## config.mk

```make
export PLATFORM = sky130hd
export DESIGN_NAME = ohm_ctrl
export DESIGN_NICKNAME = d
export VERILOG_FILES = /design/src/rtl/ohm_pkg.sv /design/src/rtl/ohm_product_plane.sv /design/src/rtl/ohm_or_plane.sv /design/src/rtl/ohm_area_check.sv /design/src/rtl/ohm_ctrl.sv
export SDC_FILE = /design/constraint.sdc
export NUM_CORES = 1
export LEC_CHECK = 0
export ABC_AREA = 1
export ABC_CLOCK_PERIOD_IN_PS = 1100
export BUFFER_PORTS_ARGS = -buffer_cell sky130_fd_sc_hd__clkbuf_2
export CORE_AREA = 10 10 47 49
export CTS_CLUSTER_SIZE = 12
export DETAILED_ROUTE_END_ITERATION = 12
export DIE_AREA = 0 0 57 59
export PLACE_DENSITY = 0.48
export SETUP_SLACK_MARGIN = 0.15
export SLEW_MARGIN = 20
export SYNTH_ARGS = -nofsm -noshare
export SYNTH_HDL_FRONTEND = slang
export SYNTH_SLANG_ARGS = --single-unit
```

## constraint.sdc

```tcl
create_clock -name clk -period 1.1 [get_ports clk]
set_clock_uncertainty 0.05 [all_clocks]
set_input_delay 0 -clock clk [delete_from_list [all_inputs] [get_ports clk]]
set_output_delay 0 -clock clk [all_outputs]
set_load 0.1 [all_outputs]
```

## src/rtl/ohm_pkg.sv

```systemverilog
package ohm_pkg;
  localparam int NUM_STATES = 4;
  localparam int NUM_IN     = 3;
  localparam int NUM_OUT    = 3;
  localparam int NUM_RULES  = 10;
  localparam int ST_IDX_W   = $clog2(NUM_STATES);

  localparam logic [NUM_STATES-1:0] RESET_CODE = NUM_STATES'(1);

  // One product of the sum: a source state bit, an input cube (care/value),
  // the destination state and the output vector raised by the product.
  typedef struct packed {
    logic [ST_IDX_W-1:0] src;
    logic [NUM_IN-1:0]   care;
    logic [NUM_IN-1:0]   val;
    logic [ST_IDX_W-1:0] dst;
    logic [NUM_OUT-1:0]  out;
  } rule_t;

  // Input bit k-1 = xk, output bit k-1 = yk.
  localparam rule_t RULES [NUM_RULES] = '{
    '{src: 2'd0, care: 3'b001, val: 3'b000, dst: 2'd0, out: 3'b100},
    '{src: 2'd0, care: 3'b010, val: 3'b000, dst: 2'd0, out: 3'b100},
    '{src: 2'd0, care: 3'b011, val: 3'b011, dst: 2'd1, out: 3'b101},
    '{src: 2'd1, care: 3'b100, val: 3'b000, dst: 2'd1, out: 3'b110},
    '{src: 2'd1, care: 3'b100, val: 3'b100, dst: 2'd2, out: 3'b111},
    '{src: 2'd2, care: 3'b011, val: 3'b001, dst: 2'd2, out: 3'b010},
    '{src: 2'd2, care: 3'b001, val: 3'b000, dst: 2'd3, out: 3'b011},
    '{src: 2'd2, care: 3'b011, val: 3'b011, dst: 2'd3, out: 3'b110},
    '{src: 2'd3, care: 3'b100, val: 3'b000, dst: 2'd3, out: 3'b110},
    '{src: 2'd3, care: 3'b100, val: 3'b100, dst: 2'd0, out: 3'b111}
  };
endpackage

```

## src/rtl/ohm_product_plane.sv

```systemverilog
module ohm_product_plane
  import ohm_pkg::*;
(
  input  logic [NUM_IN-1:0]     x_i,
  input  logic [NUM_STATES-1:0] z_i,
  output logic [NUM_RULES-1:0]  hit_o
);
  // Each product tests only its own source state bit; other bits are free.
  for (genvar r = 0; r < NUM_RULES; r++) begin : g_prod
    assign hit_o[r] = z_i[RULES[r].src] &
                      ((x_i & RULES[r].care) == RULES[r].val);
  end
endmodule

```

## src/rtl/ohm_or_plane.sv

```systemverilog
module ohm_or_plane
  import ohm_pkg::*;
(
  input  logic [NUM_RULES-1:0]  hit_i,
  output logic [NUM_STATES-1:0] nxt_o,
  output logic [NUM_OUT-1:0]    y_o
);
  always_comb begin
    nxt_o = '0;
    y_o   = '0;
    for (int r = 0; r < NUM_RULES; r++) begin
      if (hit_i[r]) begin
        nxt_o[RULES[r].dst] = 1'b1;
        y_o                 = y_o | RULES[r].out;
      end
    end
  end
endmodule

```

## src/rtl/ohm_area_check.sv

```systemverilog
module ohm_area_check
  import ohm_pkg::*;
(
  input  logic [NUM_STATES-1:0] z_i,
  input  logic [NUM_RULES-1:0]  hit_i,
  output logic                  outside_o
);
  logic [NUM_STATES-1:0] covered;
  logic                  single;

  always_comb begin
    covered = '0;
    for (int r = 0; r < NUM_RULES; r++) begin
      if (hit_i[r]) covered[RULES[r].src] = 1'b1;
    end
  end

  // Exactly one bit set: non-zero and clearing the lowest set bit leaves zero.
  assign single    = (z_i != '0) && ((z_i & (z_i - 1'b1)) == '0);
  assign outside_o = !(single && ((covered & z_i) != '0));
endmodule

```

## src/rtl/ohm_ctrl.sv

```systemverilog
module ohm_ctrl
  import ohm_pkg::*;
(
  input  logic                  clk,
  input  logic                  rst_n,
  input  logic [NUM_IN-1:0]     x_i,
  input  logic                  ld_en,
  input  logic [NUM_STATES-1:0] ld_val,
  output logic [NUM_OUT-1:0]    y_o,
  output logic [NUM_STATES-1:0] state_o,
  output logic                  out_of_area
);
  logic [NUM_STATES-1:0] z_q;
  logic [NUM_STATES-1:0] z_d;
  logic [NUM_STATES-1:0] table_nxt;
  logic [NUM_RULES-1:0]  hit;

  ohm_product_plane u_prod (
    .x_i   (x_i),
    .z_i   (z_q),
    .hit_o (hit)
  );

  ohm_or_plane u_or (
    .hit_i (hit),
    .nxt_o (table_nxt),
    .y_o   (y_o)
  );

  ohm_area_check u_area (
    .z_i       (z_q),
    .hit_i     (hit),
    .outside_o (out_of_area)
  );

  // Next-state selection: load wins over the table.
  always_comb begin
    z_d = table_nxt;
    if (ld_en) z_d = ld_val;
  end

  always_ff @(posedge clk or negedge rst_n) begin
    if (!rst_n) begin
      z_q <= RESET_CODE;
    end else begin
      z_q <= z_d;
    end
  end

  assign state_o = z_q;
endmodule

```

==> metrics.csv <==
metric;value;unit
p_clk_share;20.3;%
syn_area;270;um2
antenna_found_initial;0;
place_area;592;um2
drv_slew;0;
track_usage;7.12;%
htreeDepth;1;
drive_above_1_share;64.6;%
crit_fanout;5;
final_cell_mix;nand2_1 (9), clkbuf_2 (9), buf_6 (9), buf_12 (8), dlygate4sd3_1 (6);
avgSynthCellArea;6.14;um2
avgViaCountPerCell;4.14;
final_area;802;um2
grt_pass1_vias;446;
ys_ff_latch;4;
core-area;1400;um2
grt_pass1_wl;1900;um
worst_setup_path_end_kind;output port;
num-fill-cells;133;
dr.first_iter.drc_count;4;
largest_reg_flops;4;
nets;93;
crit_required;1.05;ns
slew_headroom;89.1;%
die_w;57;um
cp.arrival;1.33;ns
finalWeightedCongestion;0.700;
grt_max_degree;7;
cts_buffer_depth;2;
worstSetupStartpoint;state_o[0];
p_per_area;1310;nW/um2
start_kind;register;
dp_hpwl;809;um
critPathKind;register to output port;
first_pass_iters;4;
vias;406;
die_h;59;um
fmax;0.726;GHz
path_clk_slew;0.04;ns
syn_nets;54;
wire_per_inst;11.9;um
diodes;0;
swShare;45.2;%
clock-root-buffer;clkbuf_4;
violations;negative setup slack;
period_needed;1.38;ns
ys_types;11;
p_sw;0.474;mW
route.detailed.drc;0;
min_period_over_period;125;%
vdd_drop_max;700;uV
boundaryPins;18;
cts_tree;built;
syn_inst;44;
clkLatencyLatePin;0.24;ns
grt-ovfl-total;0;
r2r_end;state_o[3];
ys_warn_count;0;
setup_viol;7;
reg2reg_slack;-0.02;ns
rsz0062_at_grt;true;
area_growth;197;%
initial_utilization;19.3;%
cts_sinks;4;
totalWireLength;1160;um
maxCapViolations;0;
numPortBuffers;17;
ys_seq_area_share;37.5;%
r2r_cells;6;
die_area;3360;um2
ant_nets;0;
share_comb_of_total_power;60.3;%
seq_area;116;um2
p_leak;0.385;nW
post-place-ws;-0.0547;ns
cts_buffers;3;
multi_input_area;235;um2
r2r-start;state_o[3];
hold_path.class;input port to async pin;
setup_slack;-0.277;ns
hold_viol;0;
outcome;finished with violations;
seq_power_share;19.5;%
worst_slew_pin_slew;0.164;ns
row_count;14;
p_int;0.573;mW
-- cell type report --
cell class,instances,area share [%]
flip-flops and latches,4,14.5
clock buffers,4,3.28
repair buffers,34,47.6
multi-input cells,34,29.3
inverters,6,2.81
well taps,16,2.50
-- critical path: stages, from the launching register on --
cell,delay [ns]
dfstp_4,0.63
inv_2,0.05
nand2_4,0.05
nand2_1,0.05
nand4_1,0.11
buf_12,0.19
-- power by group through the flow --
stage / sequential [mW] / clock [mW] / combinational (mW)
after floorplan: 0.312 / 0 / 0.194
after global placement: 0.199 / 0 / 0.534
after detailed placement: 0.199 / 0 / 0.536
after CTS: 0.203 / 0.224 / 0.599
after global routing: 0.205 / 0.226 / 0.662
final: 0.204 / 0.212 / 0.631
-- synth_stat cells (all sizes together) --
| cell | instances | area, um2 |
|---|---|---|
| nand2 | 15 | 56.3 |
| nor2 | 7 | 28.8 |
| a21oi | 6 | 30.0 |
| inv | 6 | 22.5 |
| nand3 | 4 | 20.0 |
| dfrtp | 3 | 75.1 |
| dfstp | 1 | 26.3 |
| nand4 | 1 | 6.26 |
| o21ai | 1 | 5.00 |
-- timing repair --
action | in CTS | in global routing
pin swaps | 4 | 3
setup buffers | 2 | 2
gates cloned | 0 | 0
hold buffers | 6 | 0
endpoints found under the setup margin | 12 | 12
gates resized for setup | 15 | 9
endpoints found under the hold margin | 8 | 0
-- stage by stage --
step | utilization, % | setup TNS, ns | instances | total power, mW | hold slack (ns)
3_5_place_dp | 42.2 | -0.0776 | 84 | 0.735 | -0.239
4_1_cts | 53.9 | -1.15 | 96 | 1.03 | 0.0287
6_report | 57.2 | -1.18 | 98 | 1.05 | 0.0402
3_3_place_gp | 42.2 | -0.0942 | 84 | 0.733 | -0.242
5_1_grt | 57.2 | -1.55 | 98 | 1.09 | 0.0647
2_1_floorplan | - | -1.71 | 44 | 0.506 | -0.346
-- kinds of logic after synthesis --
group / after synthesis / share of synthesized area, %
compound gates: 7 / 13.0
flops: 4 / 37.5
buf+inv: 6 / 8.33
simple gates: 27 / 41.2
-- layer usage --
layer  part of all wire [%]  GRT usage, %  vias to the layer above
li1                       -             -                      217
met4                    1.8          4.03                        0
met2                     54          14.4                       17
met5                      0             0                        -
met1                     36          5.56                      170
met3                    8.2          2.79                        2
-- worst max-delay path by stage --
stage / endpoint / slack, ns / cells past startpoint
after floorplan: out_of_area / -0.76 / 4
final: out_of_area / -0.28 / 5
after global placement: out_of_area / -0.04 / 5
after detailed placement: out_of_area / -0.05 / 5
after CTS: out_of_area / -0.30 / 5
after global routing: y_o[0] / -0.33 / 3
Power figures use the tool's default switching activity.
